--- src/rtl/sw_fir_pkg.sv ---
// Package: width helpers shared by the subword-gated FIR and its checker.
// Assumes: every argument is a positive elaboration-time constant.
package sw_fir_pkg;

    // Full-precision partial-sum width: input + coefficient + tap growth.
    function automatic int psum_width(input int data_w, input int coef_w, input int taps);
        return data_w + coef_w + $clog2(taps);
    endfunction

    // Bits between the subword region and the sign bit; always written.
    function automatic int head_width(input int acc_w, input int nsub, input int sub_w);
        return acc_w - 1 - nsub * sub_w;
    endfunction

endpackage

--- src/rtl/sw_noi_detect.sv ---
// Module: sw_noi_detect
// Computes which partial-sum subwords a single sample could make carry
// information. The sample is placed at the top of an ACC_W-bit word, which
// bounds the significance of every product and sum built from it. A subword
// is quiet only if it and everything above it (head bits included) equal
// the sign. The chain runs from the top, so the result is thermometer coded.
// Assumes: NSUB*SUB_W <= ACC_W-1 and ACC_W > DATA_W.
module sw_noi_detect #(
    parameter int DATA_W = 8,
    parameter int ACC_W  = 18,
    parameter int NSUB   = 4,
    parameter int SUB_W  = 4
) (
    input  logic [DATA_W-1:0] sample_i,
    output logic [NSUB-1:0]   need_o
);
    localparam int PAD_W  = ACC_W - DATA_W;
    localparam int HEAD_W = sw_fir_pkg::head_width(ACC_W, NSUB, SUB_W);

    logic [ACC_W-1:0] scaled;
    logic             sgn;
    logic [NSUB:0]    quiet;

    assign scaled = {sample_i, {PAD_W{1'b0}}};
    assign sgn    = scaled[ACC_W-1];

    // Head bits start the quiet chain when they exist.
    if (HEAD_W > 0) begin : g_head
        assign quiet[NSUB] = (scaled[ACC_W-2 -: HEAD_W] == {HEAD_W{sgn}});
    end else begin : g_nohead
        assign quiet[NSUB] = 1'b1;
    end

    // Each subword is quiet if it matches the sign and all above are quiet.
    for (genvar i = 0; i < NSUB; i++) begin : g_chain
        assign quiet[i] = quiet[i+1] && (scaled[i*SUB_W +: SUB_W] == {SUB_W{sgn}});
    end

    assign need_o = ~quiet[NSUB-1:0];
endmodule

--- src/rtl/sw_en_window.sv ---
// Module: sw_en_window
// One shared enable generator for all taps. It ORs the current sample's
// pattern with the patterns of the previous TAPS-1 accepted samples, which
// covers every sample that any partial sum can still contain. It also
// registers the enable used at the last write (live mask), so that readers
// know which stored subwords are valid.
// Assumes: need_i is thermometer coded; accept_i is the sample strobe.
module sw_en_window #(
    parameter int NSUB = 4,
    parameter int TAPS = 4
) (
    input  logic            clk,
    input  logic            rst_n,
    input  logic            accept_i,
    input  logic [NSUB-1:0] need_i,
    output logic [NSUB-1:0] upd_en_o,
    output logic [NSUB-1:0] live_o
);
    logic [NSUB-1:0] recent;
    logic [NSUB-1:0] window;

    if (TAPS > 1) begin : g_hist
        logic [NSUB-1:0] hist [TAPS-1];

        // Shift the per-sample patterns on every accepted sample.
        always_ff @(posedge clk) begin
            if (!rst_n) begin
                for (int j = 0; j < TAPS-1; j++) hist[j] <= '0;
            end else if (accept_i) begin
                hist[0] <= need_i;
                for (int j = 1; j < TAPS-1; j++) hist[j] <= hist[j-1];
            end
        end

        // Merge the stored patterns of the recent samples.
        always_comb begin
            recent = '0;
            for (int j = 0; j < TAPS-1; j++) recent = recent | hist[j];
        end
    end else begin : g_nohist
        assign recent = '0;
    end

    assign window   = need_i | recent;
    assign upd_en_o = accept_i ? window : '0;

    // Remember which subwords the last write actually stored.
    always_ff @(posedge clk) begin
        if (!rst_n)        live_o <= '0;
        else if (accept_i) live_o <= window;
    end
endmodule

--- src/rtl/sw_psum_reg.sv ---
// Module: sw_psum_reg
// Subword-partitioned partial-sum register. The sign and head bits are
// written on every load. Subword i is written only when upd_i[i] is high.
// On read, a subword that is not live is replaced by copies of the sign.
// Assumes: live_i marks the subwords written at the most recent load, and
// the true value fits in the live part.
module sw_psum_reg #(
    parameter int ACC_W = 18,
    parameter int NSUB  = 4,
    parameter int SUB_W = 4
) (
    input  logic             clk,
    input  logic             rst_n,
    input  logic             load_i,
    input  logic [NSUB-1:0]  upd_i,
    input  logic [NSUB-1:0]  live_i,
    input  logic [ACC_W-1:0] d_i,
    output logic [ACC_W-1:0] q_o
);
    localparam int LOW_W = NSUB * SUB_W;

    logic [ACC_W-1:LOW_W] top_q;

    // Sign and head bits follow every accepted sample.
    always_ff @(posedge clk) begin
        if (!rst_n)      top_q <= '0;
        else if (load_i) top_q <= d_i[ACC_W-1:LOW_W];
    end

    assign q_o[ACC_W-1:LOW_W] = top_q;

    for (genvar i = 0; i < NSUB; i++) begin : g_sub
        logic [SUB_W-1:0] part_q;

        // Subword storage updated only under its own enable.
        always_ff @(posedge clk) begin
            if (!rst_n)        part_q <= '0;
            else if (upd_i[i]) part_q <= d_i[i*SUB_W +: SUB_W];
        end

        assign q_o[i*SUB_W +: SUB_W] = live_i[i] ? part_q : {SUB_W{top_q[ACC_W-1]}};
    end
endmodule

--- src/rtl/sw_fir_transposed.sv ---
// Module: sw_fir_transposed (top)
// Transposed-form FIR. The sample is broadcast to TAPS constant
// multipliers. Partial sum k takes product k plus partial sum k+1, and the
// last tap takes its product alone. Partial sum 0 is the output. All
// partial-sum registers share one enable generator.
// Assumes: COEFS holds TAPS signed fields, tap 0 in the low COEF_W bits.
module sw_fir_transposed
    import sw_fir_pkg::*;
#(
    parameter int DATA_W = 8,
    parameter int COEF_W = 8,
    parameter int TAPS   = 4,
    parameter int NSUB   = 4,
    parameter int SUB_W  = 4,
    parameter logic [TAPS*COEF_W-1:0] COEFS = {8'h80, 8'h7F, 8'hFB, 8'h03}
) (
    input  logic                                        clk,
    input  logic                                        rst_n,
    input  logic                                        in_valid,
    input  logic [DATA_W-1:0]                           in_sample,
    output logic                                        out_valid,
    output logic [psum_width(DATA_W, COEF_W, TAPS)-1:0] out_sample,
    output logic [NSUB-1:0]                             sw_en
);
    localparam int ACC_W = psum_width(DATA_W, COEF_W, TAPS);

    logic signed [ACC_W-1:0] x_ext;
    logic [NSUB-1:0]         need;
    logic [NSUB-1:0]         upd_en;
    logic [NSUB-1:0]         live;
    logic signed [ACC_W-1:0] nxt [TAPS];
    logic signed [ACC_W-1:0] q   [TAPS];

    assign x_ext = ACC_W'($signed(in_sample));

    sw_noi_detect #(
        .DATA_W(DATA_W), .ACC_W(ACC_W), .NSUB(NSUB), .SUB_W(SUB_W)
    ) u_detect (
        .sample_i(in_sample),
        .need_o  (need)
    );

    sw_en_window #(
        .NSUB(NSUB), .TAPS(TAPS)
    ) u_window (
        .clk     (clk),
        .rst_n   (rst_n),
        .accept_i(in_valid),
        .need_i  (need),
        .upd_en_o(upd_en),
        .live_o  (live)
    );

    for (genvar k = 0; k < TAPS; k++) begin : g_tap
        localparam logic signed [COEF_W-1:0] CK = COEFS[k*COEF_W +: COEF_W];
        logic signed [ACC_W-1:0] prod;

        assign prod = x_ext * ACC_W'(CK);

        if (k == TAPS-1) begin : g_last
            assign nxt[k] = prod;
        end else begin : g_mid
            assign nxt[k] = prod + q[k+1];
        end

        sw_psum_reg #(
            .ACC_W(ACC_W), .NSUB(NSUB), .SUB_W(SUB_W)
        ) u_reg (
            .clk   (clk),
            .rst_n (rst_n),
            .load_i(in_valid),
            .upd_i (upd_en),
            .live_i(live),
            .d_i   (nxt[k]),
            .q_o   (q[k])
        );
    end

    // Output valid trails the accepted sample by one cycle.
    always_ff @(posedge clk) begin
        if (!rst_n) out_valid <= 1'b0;
        else        out_valid <= in_valid;
    end

    assign out_sample = q[0];
    assign sw_en      = upd_en;
endmodule

--- config.mk ---
export PLATFORM = sky130hd
export DESIGN_NAME = sw_fir_transposed
export DESIGN_NICKNAME = d
export VERILOG_FILES = /design/src/rtl/sw_fir_pkg.sv /design/src/rtl/sw_noi_detect.sv /design/src/rtl/sw_en_window.sv /design/src/rtl/sw_psum_reg.sv /design/src/rtl/sw_fir_transposed.sv
export SDC_FILE = /design/constraint.sdc
export NUM_CORES = 1
export LEC_CHECK = 0
export BUFFER_PORTS_ARGS = -buffer_cell sky130_fd_sc_hd__buf_4
export CAP_MARGIN = 20
export CORE_UTILIZATION = 43
export DETAILED_ROUTE_END_ITERATION = 16
export PLACE_DENSITY_LB_ADDON = 0.08
export SLEW_MARGIN = 0
export SYNTH_ARGS = -nofsm -noshare
export SYNTH_HDL_FRONTEND = slang
export SYNTH_SLANG_ARGS = --single-unit
export TNS_END_PERCENT = 30
--- constraint.sdc ---
create_clock -name clk -period 5.9 [get_ports clk]
set_clock_uncertainty 0.15 [all_clocks]
set_input_delay 1.18 -clock clk [delete_from_list [all_inputs] [get_ports clk]]
set_output_delay 1.18 -clock clk [all_outputs]
set_load 0.005 [all_outputs]
==> metrics.md <==
| Metric | Value |
|---|---|
| Synth Cell Area | `8570 µm²` |
| GRT overflow | `0` |
| Status | `complete, no violations` |
| Hold path startpoint | `g_tap[0].u_reg.g_sub[1].part_q[0]` |
| Seq/Total Area, Yosys | `19.3%` |
| Critical Path AT | `5.54 ns` |
| Post-synthesis mux area share | `0.234%` |
| Slew @ Worst Pin | `0.927 ns` |
| Clock root buffer | `clkbuf_16` |
| Commonest non-fill, non-tap cell in the layout | `nand2_1` |
| Via/cell ratio | `5.06` |
| Leakage | `just under 5 nW` |
| H-tree depth | `3` |
| Die Y | `143 µm` |
| Layout cells sized above 1 | `under 10%` |
| Worst path max stage delay | `roughly 0.5 ns` |
| CP endpoint kind | `flop` |
| Core area | `~20,000 µm²` |
| Post-Syn Instances | `1,012` |
| Largest net degree at the start of global routing | `45` |
| DR iter-0 viols | `roughly 300` |
| Maxcap violations | `0` |
| EDFF count, synth | `9` |
| Slowest CP cell | `fa_1` |
| Count of final setup violators | `0` |
| Largest family of logic cells by synthesized area | `adder cells` |
| Clock Pin Slew Worst Setup and Hold Paths | `0.06 ns` |
| Hold crit path type | `flop to flop` |
| Cell row count | `51` |
| Sw frac | `44.9%` |
| TritonCTS Sinks | `78` |
| Initial Util | `43.9%` |
| Maximum vdd drop | `0.329 mV` |
| Syn nets | `between 1k and 1.5k` |
| CP top delay family | `adder cells` |
| Internal | `0.00244 W` |
| Max Buffers Root-to-Sink | `2` |
| Synth Area in Compound Gates | `roughly 15%` |
| TritonCTS clock tree | `yes` |
| Vias in the first global route | `6,634` |
| Layout net count | `between 1k and 1.5k` |
| First-pass GRT wire length | `34,000 µm` |
| Final Hold Violating Endpoints | `0` |
| Critical Path RT | `6.02 ns` |
| Total negative slack | `0 ns` |
| Yosys cell types | `60` |
| CTS resizes | `0` |
| Ant diodes | `0` |
| Crit path max fanout | `10` |
| Slew Limit Fails | `0` |
| Reg-to-Reg End | `g_tap[2].u_reg.g_sub[2].part_q[2]` |
| Power per standard cell area | `approximately 460 nW/µm²` |
| Final ANT Viol Nets | `0` |
| Initial antenna violation count | `0` |
| Post-synthesis register bit count | `between 70 and 80` |
| Flop pwr share | `16.7%` |
| Filler Cell Count | `between 1.5k and 2k` |
| Ports | `34` |
| Clock buffer count from CTS | `9` |
| CP Launch Type | `primary input` |
| Util after Layout | `48.9%` |
| P&R area growth vs syn | `11.5%` |
| Simple-gate share of the synthesized area | `15.5%` |
| RePlAce Congestion | `0.851` |
| Critical path class | `primary input to flop` |
| XOR/XNOR share of the synthesized area | `5.73%` |
| Avg Cell Area, Syn | `8.46 µm²` |
| Routed WL per cell | `15.5 µm` |
| Reg-to-reg setup timing slack | `slightly below 0.6 ns` |
| Hold WS | `about 0.3 ns` |
| # DRC | `0` |
| Clock share of power | `approximately 14%` |
| R2R depth | `16` |
| Sw Pwr | `0.00199 W` |
| Final min period | `about 5.4 ns` |
| Router iterations before antenna repair | `4` |
| Adder-cell share of the synthesized area | `approximately 36%` |
| DIE AREA | `about 20,000 µm²` |
| Final worst-path cycle share | `91.9%` |
| Total GRT Usage | `21.8%` |
| CP Buf/Inv Count | `4` |
| Yosys Warn Count | `0` |
| Instance count on the critical path | `16` |
| Gate power share | `68.9%` |
| Rel. slew slack | `38.0%` |
| Min-Delay Endpoint | `g_tap[0].u_reg.g_sub[1].part_q[0]` |
| RSZ-0062 raised after global routing | `false` |
| Fmax achieved | `184 MHz` |
| Final wirelength | `20,500 µm` |
| Commonest cells after routing, fill and taps aside | `nand2_1, inv_1, ha_1, fa_1, dfxtp_1` |
| Number of post-CTS setup repair buffers | `0` |
| HPWL Detailed | `roughly 16,000 µm` |
| Die X | `143 µm` |
| Vias after detailed routing | `6,669` |
| Crit path cell chain | `buf_4, inv_1, ha_1, fa_1, fa_1, inv_1, fa_1, inv_1, ha_1, and2_1, a221o_1, a221oi_1, o211ai_1, a2111oi_0, a31oi_1, o211ai_1` |
| Async S/R FF share, synth | `0%` |
| Reg2reg start | `g_tap[3].u_reg.top_q[17]` |
| # hold bufs at CTS | `0` |
| Clk_lat worst skew | `0.35 ns` |
| Synth Flop Type | `dfxtp_1` |
| Worst hold stages | `2` |
| Port bufs | `33` |
[sequential cells by signal (all words and copies together), names as in the netlist]
register	count
out_valid	1
u_window.g_hist.hist	9
g_tap.u_reg.g_sub.part_q	57
g_tap.u_reg.top_q	8
u_window.live_o	3
[power by group through the flow]
stage	sequential (W)	combinational (W)	clock [W]
after detailed placement	0.000753	0.00305	0
after CTS	0.000742	0.00308	0.000652
after global routing	0.000753	0.00351	0.000667
final	0.000739	0.00305	0.000639
after floorplan	0.000725	0.00230	0
after global placement	0.000749	0.00305	0
[per-layer routing]
| layer | GRT usage (%) | wire length, µm | vias up |
|---|---|---|---|
| met4 | 7.53 | 424 | 0 |
| met3 | 1.51 | 783 | 26 |
| met5 | 0 | 0 | - |
| met2 | 35.1 | 9150 | 100 |
| li1 | - | - | 3394 |
| met1 | 30.8 | 10100 | 3149 |
[worst max path at each step]
stage,endpoint,startpoint,slack (ns)
global route,g_tap[2].u_reg.top_q[16],in_sample[3],0.15
floorplan,g_tap[2].u_reg.top_q[16],in_sample[7],0.20
finish,g_tap[2].u_reg.top_q[16],in_sample[3],0.48
CTS,g_tap[2].u_reg.top_q[16],in_sample[3],0.46
detailed placement,g_tap[2].u_reg.top_q[16],in_sample[3],0.14
global placement,g_tap[2].u_reg.top_q[16],in_sample[3],0.18
[synthesized netlist by cell type (5+ instances only)]
library cell | count | share of area, %
inv_1 | 155 | 6.8
nand2_1 | 195 | 8.5
edfxtp_1 | 9 | 3.2
o21bai_1 | 6 | 0.53
clkbuf_1 | 22 | 0.96
and2_1 | 8 | 0.58
a21oi_1 | 63 | 3.7
nand3_1 | 19 | 1.1
nand4_1 | 5 | 0.37
buf_2 | 6 | 0.35
fa_1 | 75 | 18
a211o_1 | 5 | 0.51
nor2b_1 | 7 | 0.51
dfxtp_1 | 69 | 16
o21ai_0 | 20 | 1.2
a211oi_1 | 10 | 0.88
xor2_1 | 16 | 1.6
ha_1 | 128 | 19
nand2b_1 | 17 | 1.2
and3_1 | 9 | 0.66
nor2_1 | 24 | 1.1
a21boi_0 | 15 | 1.3
a21o_1 | 17 | 1.5
o211ai_1 | 9 | 0.79
xnor2_1 | 40 | 4.1
o21a_1 | 5 | 0.44
[cells by family (layout without fill, tap and decap cells)]
logic type,after synthesis,count (layout)
multiplexers,2,2
buffers and inverters,188,229
AND/OR/NAND/NOR,300,300
adder cells (fa/ha/maj),203,203
AO/OA/AOI/OAI,185,185
flip-flops,78,78
XOR/XNOR,56,56
[worst reg2reg max path, cell delays in order, from the launching register on]
cell      delay, ns
dfxtp_1        0.49
nand2b_1       0.22
inv_1          0.29
fa_1           0.49
fa_1           0.51
inv_1          0.05
fa_1           0.51
fa_1           0.49
inv_1          0.04
ha_1           0.36
o21ai_0        0.14
o21bai_1       0.33
a21oi_1        0.16
o21bai_1       0.17
a21oi_1        0.14
or4b_2         0.65
nand3_1        0.08
[through the flow]
stage	area [µm²]	std cells	setup WS, ns	power (W)
final	9550	1318	0.476	0.00443
after global routing	9550	1318	0.150	0.00493
after CTS	9550	1318	0.462	0.00447
after detailed placement	9220	1302	0.136	0.00380
after global placement	9220	1302	0.179	0.00380
after floorplan	8570	1012	0.200	0.00303
[area by class of cell]
class                      instances  area [µm²]  share of cell area (%)
clock buffer                      11         233                    2.44
clock inverter                     5        97.6                    1.02
inverter                         158         593                    6.21
multi-input combinational        746        6220                    65.1
sequential                        78        1650                    17.3
tap                              265         332                    3.47
timing repair buffer              55         425                    4.46
No activity file was read; power rests on OpenSTA's default activity.
